==> config.mk <==
export PLATFORM = sky130hd
export DESIGN_NAME = hdlc_nrzi_tx
export DESIGN_NICKNAME = d
export VERILOG_FILES = /design/src/rtl/hdlc_nrzi_tx.sv
export SDC_FILE = /design/constraint.sdc
export NUM_CORES = 1
export LEC_CHECK = 0
export ABC_AREA = 0
export BUFFER_PORTS_ARGS = -buffer_cell sky130_fd_sc_hd__buf_2
export CAP_MARGIN = 5
export CORE_UTILIZATION = 51
export CTS_CLUSTER_SIZE = 14
export DETAILED_ROUTE_END_ITERATION = 10
export PLACE_DENSITY = 0.74
export SYNTH_ARGS = -nofsm -noshare
export SYNTH_HDL_FRONTEND = slang
export SYNTH_SLANG_ARGS = --single-unit
==> constraint.sdc <==
create_clock -name clk -period 1.99 [get_ports clk]
set_input_delay 0.398 -clock clk [delete_from_list [all_inputs] [get_ports clk]]
set_output_delay 0.398 -clock clk [all_outputs]
set_load 0.01 [all_outputs]
==> src/rtl/hdlc_nrzi_tx.sv <==
module hdlc_nrzi_tx #(
  parameter int TICKS_PER_BIT  = 8,
  parameter int PREAMBLE_FLAGS = 23,
  parameter int MAX_PACKETS    = 3,
  parameter int STUFF_LIMIT    = 5,
  parameter logic [7:0] FLAG_BYTE = 8'h7E
) (
  input  logic       clk,
  input  logic       rst_n,
  input  logic       tick,
  input  logic       start,
  input  logic       in_valid,
  input  logic [7:0] in_data,
  input  logic       in_is_flag,
  input  logic       in_last,
  output logic       in_ready,
  output logic       busy,
  output logic       tone_en,
  output logic       tone_mark
);
  localparam int TW = $clog2(TICKS_PER_BIT);
  localparam int PW = $clog2(PREAMBLE_FLAGS + 1);
  localparam int KW = $clog2(MAX_PACKETS + 1);
  localparam int OW = $clog2(STUFF_LIMIT + 1);

  logic          busy_q, ten_q, tone_q, raw_q, close_pend;
  logic [TW-1:0] tcnt;
  logic [3:0]    bits_left;
  logic [7:0]    shreg;
  logic [OW-1:0] ones;
  logic [PW-1:0] pre_cnt;
  logic [KW-1:0] pkt_cnt;

  logic bit_slot, do_stuff, need_byte, internal_flag, take, stop_now, out_bit, cur_raw;
  logic [7:0] cur_byte;

  assign bit_slot      = busy_q && tick && (tcnt == '0);
  assign do_stuff      = bit_slot && (ones == OW'(STUFF_LIMIT));
  assign need_byte     = bit_slot && !do_stuff && (bits_left == 4'd0);
  assign internal_flag = (pre_cnt != '0) || close_pend;
  assign in_ready      = need_byte && !internal_flag && (pkt_cnt != KW'(MAX_PACKETS));
  assign take          = in_ready && in_valid;
  assign stop_now      = need_byte && !internal_flag && !take;

  assign cur_byte = !need_byte ? shreg : (internal_flag ? FLAG_BYTE : in_data);
  assign cur_raw  = !need_byte ? raw_q : (internal_flag ? 1'b1 : in_is_flag);
  assign out_bit  = do_stuff ? 1'b0 : cur_byte[0];

  assign busy      = busy_q;
  assign tone_en   = ten_q;
  assign tone_mark = tone_q;

  always_ff @(posedge clk) begin
    if (!rst_n) begin
      busy_q <= 1'b0; ten_q <= 1'b0; tone_q <= 1'b0; raw_q <= 1'b0;
      close_pend <= 1'b0; tcnt <= '0; bits_left <= 4'd0; shreg <= 8'd0;
      ones <= '0; pre_cnt <= '0; pkt_cnt <= '0;
    end else if (start && !busy_q) begin
      busy_q <= 1'b1; ten_q <= 1'b0; tone_q <= 1'b0;
      close_pend <= 1'b0; tcnt <= '0; bits_left <= 4'd0;
      ones <= '0; pre_cnt <= PW'(PREAMBLE_FLAGS); pkt_cnt <= '0;
    end else if (busy_q && tick) begin
      if (stop_now) begin
        busy_q <= 1'b0;
        ten_q  <= 1'b0;
        tone_q <= 1'b0;
      end else begin
        tcnt <= (tcnt == TW'(TICKS_PER_BIT - 1)) ? '0 : tcnt + 1'b1;
        if (bit_slot) begin
          ten_q  <= 1'b1;
          tone_q <= out_bit ? tone_q : ~tone_q;
          ones   <= (!out_bit || cur_raw) ? '0 : ones + 1'b1;
          if (!do_stuff) begin
            shreg     <= cur_byte >> 1;
            raw_q     <= cur_raw;
            bits_left <= need_byte ? 4'd7 : bits_left - 4'd1;
          end
          if (need_byte) begin
            if (pre_cnt != '0) pre_cnt <= pre_cnt - 1'b1;
            else if (close_pend) begin
              close_pend <= 1'b0;
              pkt_cnt    <= pkt_cnt + 1'b1;
            end else close_pend <= in_last;
          end
        end
      end
    end
  end

  assert_idle_quiet_R1: assert property (@(posedge clk) disable iff (!rst_n)
    !busy_q |-> (!ten_q && !tone_q && !in_ready));
  assert_tone_held_between_slots_R2: assert property (@(posedge clk) disable iff (!rst_n)
    (busy_q && !bit_slot && !start) |=> $stable(tone_q));
  assert_no_data_in_preamble_R3: assert property (@(posedge clk) disable iff (!rst_n)
    in_ready |-> (pre_cnt == '0));
  assert_stuff_keeps_data_R5: assert property (@(posedge clk) disable iff (!rst_n)
    do_stuff |=> ($stable(bits_left) && $stable(shreg)));
  assert_run_bounded_R5: assert property (@(posedge clk) disable iff (!rst_n)
    ones <= OW'(STUFF_LIMIT));
  assert_packet_limit_R9: assert property (@(posedge clk) disable iff (!rst_n)
    (pkt_cnt == KW'(MAX_PACKETS)) |-> !in_ready);
  assert_start_ignored_R11: assert property (@(posedge clk) disable iff (!rst_n)
    (busy_q && start && !tick) |=> ($stable(pre_cnt) && $stable(tcnt) && busy_q));
endmodule

# Word-level counts from Yosys, hierarchy flattened
# Cells that the tools add are included.
# W data, S select, Z words.
dict set report classes {
  eq_ne 5
  n_mux 23
  addsub 5
  bitwise 6
  n_reduce_logical 38
}
# cell n
set op_table {}
lappend op_table {{$mux W5} 6}
lappend op_table {{$reduce_and A5 Y1} 4}
lappend op_table {{$mux W8} 2}
lappend op_table {{$mux W1} 12}
lappend op_table {{$reduce_bool A2 Y1} 6}
lappend op_table {{$logic_and A1 B1 Y1} 10}
lappend op_table {{$add A3 B1 Y3 const B} 2}
lappend op_table {{$eq A3 B3 Y1 const B} 2}
lappend op_table {{$mux W3} 2}
lappend op_table {{$not A1 Y1} 6}
lappend op_table {{$reduce_and A2 Y1} 3}
lappend op_table {{$reduce_and A3 Y1} 2}
lappend op_table {{$reduce_and A6 Y1} 1}
lappend op_table {{$logic_not A1 Y1} 5}
lappend op_table {{$reduce_bool A5 Y1} 1}
lappend op_table {{$sub A5 B1 Y5 const B} 1}
lappend op_table {{$logic_not A4 Y1} 1}
lappend op_table {{$mux W4} 1}
lappend op_table {{$ne A2 B2 Y1 const B} 2}
lappend op_table {{$reduce_and A4 Y1} 1}
lappend op_table {{$sub A4 B1 Y4 const B} 1}
lappend op_table {{$logic_not A3 Y1} 1}
lappend op_table {{$add A2 B1 Y2 const B} 1}
lappend op_table {{$logic_or A1 B1 Y1} 2}
lappend op_table {{other kinds (2)} 2}
dict set report totals {
  word_cells 89
  out_inout_bits 4
  regBits 29
  input_bits 15
}

# Longest topological paths before layout
dict set report depth {
  ltp_word 14
  ltp_mapped 9
  ltp_nobuf 7
}

# Least setup slack after synthesis
# No wires, ideal clock.
dict set report synth_timing {
  path_kind {register to register}
  from {register bits_left[0]}
  to {register close_pend}
  path_stages_with_launch 9
  slack_ns -0.018
  path_buffers 1
  arrival_ns 1.938
  period_less_slack_ns 2.008
  setup_ns 0.071
  required_ns 1.919
  cell_sequence {dfxtp_1 -> inv_1 -> ha_1 -> or3b_1 -> buf_6 -> nor3_4 -> nand2_2 -> or4b_1 -> a21oi_1}
}
dict set report synth_between {
  elab_chain_len 9
}
# element line_no
set synth_lines {}
lappend synth_lines {{from (decl)} 28} ;# logic [3:0] bits_left;
lappend synth_lines {{from (signal assigned)} 76} ;# bits_left <= need_byte ? 4'd7 : bits_left - 4'd1;
lappend synth_lines {{$logic_not A4 Y1 (*)} 39} ;# assign need_byte = bit_slot && !do_stuff && (bits_left == 4'd0);
lappend synth_lines {{$logic_and A1 B1 Y1 (*)} 39}
lappend synth_lines {{$logic_and A1 B1 Y1} {41, 43}}
lappend synth_lines {{$logic_and A1 B1 Y1} 41} ;# assign in_ready = need_byte && !internal_flag && (pkt_cnt != KW'(MAX_PACKETS));
lappend synth_lines {{$logic_and A1 B1 Y1} 42} ;# assign take = in_ready && in_valid;
lappend synth_lines {{$logic_not A1 Y1} 43} ;# assign stop_now = need_byte && !internal_flag && !take;
lappend synth_lines {{$logic_and A1 B1 Y1} 43}
lappend synth_lines {{$not A1 Y1 (no source line)} -}
lappend synth_lines {{$reduce_and A5 Y1 (no source line) (*)} -}
lappend synth_lines {{to (signal assigned)} 83} ;# end else close_pend <= in_last;
lappend synth_lines {{to (decl)} 26} ;# logic busy_q, ten_q, tone_q, raw_q, close_pend;
# Mark *: on every way between the ends. The rest lies on a longest branch, timed or not.
# A chain may end at the register's enable or synchronous reset.

# Final worst setup path
dict set report layout_timing {
  from {register bits_left[0]}
  to {register ones[0]}
}
dict set report layout_between {
  elab_chain_len 9
  word_cells_on_any_way 15
  cone_classes {mux: 4; bitwise: 1; reduce/logical: 10}
}
# element line_no
set layout_lines {}
lappend layout_lines {{$logic_not A4 Y1 (*)} 39}
lappend layout_lines {{$logic_and A1 B1 Y1 (*)} 39}
lappend layout_lines {{$logic_and A1 B1 Y1} {41, 43}}
lappend layout_lines {{$logic_and A1 B1 Y1} 41}
lappend layout_lines {{$logic_and A1 B1 Y1} 42}
lappend layout_lines {{$logic_not A1 Y1} 43}
lappend layout_lines {{$logic_and A1 B1 Y1} 43}
lappend layout_lines {{$not A1 Y1 (no source line)} -}
lappend layout_lines {{$reduce_and A3 Y1 (no source line)} -}
lappend layout_lines {{to (signal assigned)} 72} ;# ones <= (!out_bit || cur_raw) ? '0 : ones + 1'b1;
lappend layout_lines {{to (decl)} 30} ;# logic [OW-1:0] ones;
# Marked as above.

==> flow_summary_export.csv <==
group,metric,value,unit
synthesis,post_synth.cell_area_avg,9.100,um2
routing,num_vias,1499,
cts,h-tree-depth,2,
timing,rsz0062_at_grt,"true",
routing,routed_wirelength,4338,um
timing,skew,7.254,ps
global_route,grt_pass1_vias,1400,
floorplanning,die_h,55.60,um
power_and_ir_drop,p_total,1.396,mW
synthesis,synth_area,0.001465,mm2
timing,maxSlewHeadroom,0.6829,
synthesis,synth_common_cells,"dfxtp_1, nor2_1, a21oi_1",
timing,hold-worst-slack,302.8,ps
synthesis,synth_compound_area_frac,0.1793,
worst_setup_path,crit_type,"flip-flop to flip-flop",
run_status,violations,"negative setup slack",
floorplanning,core_area,0.002734,mm2
worst_setup_path,path_cells,"inv_2 > ha_4 > or3b_4 > buf_6 > nor4_4 > buf_4 > a21oi_4 > or3b_4 > o31ai_2",
synthesis,syn_nets,184,
worst_setup_path,worstPathMaxFanout,5,
finish,layout.nets,238,
worst_setup_path,worst_setup_path_end_kind,"flip-flop",
routing,drtAntennaViolNets,0,
timing,setup_viol,11,
worst_setup_path,critPathLaunchType,"flip-flop",
timing,slew_violations,0,
routing,initialDrtViolationCount,80,
finish,area_growth,40.99,%
worst_setup_path,path_buf_inv,3,
global_route,grt-ovfl-total,0,
global_route,antenna_found_initial,0,
worst_setup_path,cpMostUsedCell,"or3b_4",
synthesis,synth_edf_count,0,
timing,fmax,471.1,MHz
finish,n_antenna_cell,0,
cts,cts.sinks,29,
routing,dr.pass1.iters,4,
synthesis,ys_ff_latch,29,
synthesis,async_flop_share,0,
floorplanning,initial_core_util,0.5359,
synthesis,synth_fa_ha_area_frac,0.06832,
global_route,grt_max_degree,14,
synthesis,ys_seq_area_frac,0.3962,
timing,worst_pin_slew,475.2,ps
global_route,grt_first_pass_wirelength,6479,um
min_path,worstHoldPathType,"primary input to flip-flop",
job,drv_cap,0,
routing,wire_per_inst,17.56,um
place,portBuffers,18,
power_and_ir_drop,p_leak,0.8390,nW
cts,path_clk_slew,100,ps
synthesis,synth-simple-area-share,0.2681,
synthesis,synth_most_common_cell,"dfxtp_1",
synthesis,yosysTopAreaCell,"dfxtp_1",
synthesis,ys_types,40,
synthesis,synth_xor_area_frac,0.02391,
cts,clockRootBuffer,"clkbuf_4",
routing,route.detailed.drc,0,
cts,clkLatencyLatePin,340,ps
routing,vias_per_cell,6.069,
worst_setup_path,cp_slowest_cell,"or3b_4",
floorplanning,io_pins,19,
synthesis,synth_top_family_by_area,"simple AND/OR/NAND/NOR gates",
timing,setup_ws,-132.7,ps
power_and_ir_drop,power_density,675.8,mW/mm2
synthesis,yosys.area.top_type_share,0.3962,
cts,cts_tree,"done",
synthesis,synthMuxAreaShare,0.02733,
synthesis,netlist_top_cells_area,"dfxtp_1, ha_1, nor2_1",
floorplanning,row_count,19,
global_route,grt_usage,0.2725,
timing,post-route-period-util,1.067,
floorplanning,die_w,55.60,um
synthesis,yosys_warnings,0,
cts,clock_path_buffers,2,
worst_setup_path,critPathMaxStageDelay,400,ps
synthesis,synth_cells,161,
place,dp_hpwl,2504,um
cts,cts_made_buffers,5,
worst_setup_path,required,2250,ps
place,gp_congestion,0.8511,
power_and_ir_drop,peakVddDrop,0.0006453,V
synthesis,ys.flop_type,"dfxtp_1",
worst_setup_path,crit_arrival,2380,ps
timing,final_hold_viol_count,0,
finish,drive_above_1_share,0.4398,
worst_setup_path,critical_path.top_delay_family,"simple AND/OR/NAND/NOR gates",
timing,finalCriticalPeriod,2123,ps
cts,postCtsHoldBufs,0,
run_status,status,"finished with violations",
floorplanning,die-area,0.003091,mm2
-- layout by cell type (no fill, tap or decap), types with 5 or more instances in the layout --
| cell | n |
|---|---|
| clkbuf_4 | 5 |
| nor2_1 | 14 |
| dfxtp_1 | 25 |
| buf_4 | 27 |
| o21ai_0 | 9 |
| a21oi_1 | 10 |
| buf_2 | 18 |
| nand2_1 | 5 |
| nor3_1 | 7 |
| buf_6 | 5 |
| o22ai_1 | 6 |
| ha_1 | 6 |
-- through the flow --
stage	utilization	setup TNS, ps	cells	cell area (um2)	setup slack, ps
after floorplan	-	0	161	1480	11.69
after global placement	0.6320	0	225	1728	8.249
after detailed placement	0.6320	-367.8	225	1728	-72.22
after CTS	0.7043	-412.8	241	1926	-152.2
after global routing	0.7556	-2224	247	2066	-205.8
final	0.7556	-705.2	247	2066	-132.7
-- metal layers --
metal  wire length, um  global-route usage  vias up
li1                  -                   -      710
met4               186              0.1143        0
met2              2119              0.4578       57
met3               218             0.06977       19
met5                 0                   0        -
met1              1814              0.3308      713
-- cell type report --
| type | count | area, um2 |
|---|---|---|
| clock buffers | 5 | 37.54 |
| well taps | 31 | 38.79 |
| fillers | 180 | 668.1 |
| inverters | 8 | 30.03 |
| flip-flops and latches | 29 | 585.6 |
| repair buffers | 51 | 369.1 |
| multi-input cells | 120 | 987.2 |
| clock inverters | 3 | 17.52 |
-- registers in the layout (all words and copies together), names as in the netlist --
| signal | count |
|---|---|
| raw_q | 1 |
| tone_mark | 1 |
| pkt_cnt | 2 |
| tcnt | 3 |
| ones | 3 |
| busy | 1 |
| pre_cnt | 5 |
| shreg | 7 |
| bits_left | 4 |
| close_pend | 1 |
| tone_en | 1 |
-- report_power, final --
part	total (mW)	internal (mW)	leakage, nW	switching, mW
logic	0.409	0.205	0.570	0.205
registers	0.632	0.610	0.238	0.0221
clock network	0.355	0.133	0.0310	0.222
total	1.40	0.947	0.839	0.449
-- path summary, 6_finish.rpt --
check               startpoint       end  slack [ps]  cells after the start
setup / recovery  bits_left[0]   ones[0]        -130                      9
setup reg to reg  bits_left[0]   ones[0]        -130                      9
hold reg to reg       shreg[6]  shreg[6]         490                      2
hold / removal      in_data[7]  shreg[6]         300                      3
-- tightest hold or removal path: stages --
cell and delay (ps):
buf_2 100, nand3_1 60, a21oi_1 50
-- repair_timing --
item                       CTS  global route
setup buffers                8             8
cloned                       0             0
setup endpoints to repair   18            25
pin swaps                    3            11
gates resized for setup     15            20
-- kinds of logic (layout without fill, tap and decap cells) --
family / after synthesis / in the layout
compound gates: 42 / 42
xor+xnor: 4 / 4
fa+ha+maj: 8 / 8
buf+inv: 12 / 67
flops: 29 / 29
mux: 4 / 4
simple gates: 62 / 62
Power figures use the tool's default switching activity.
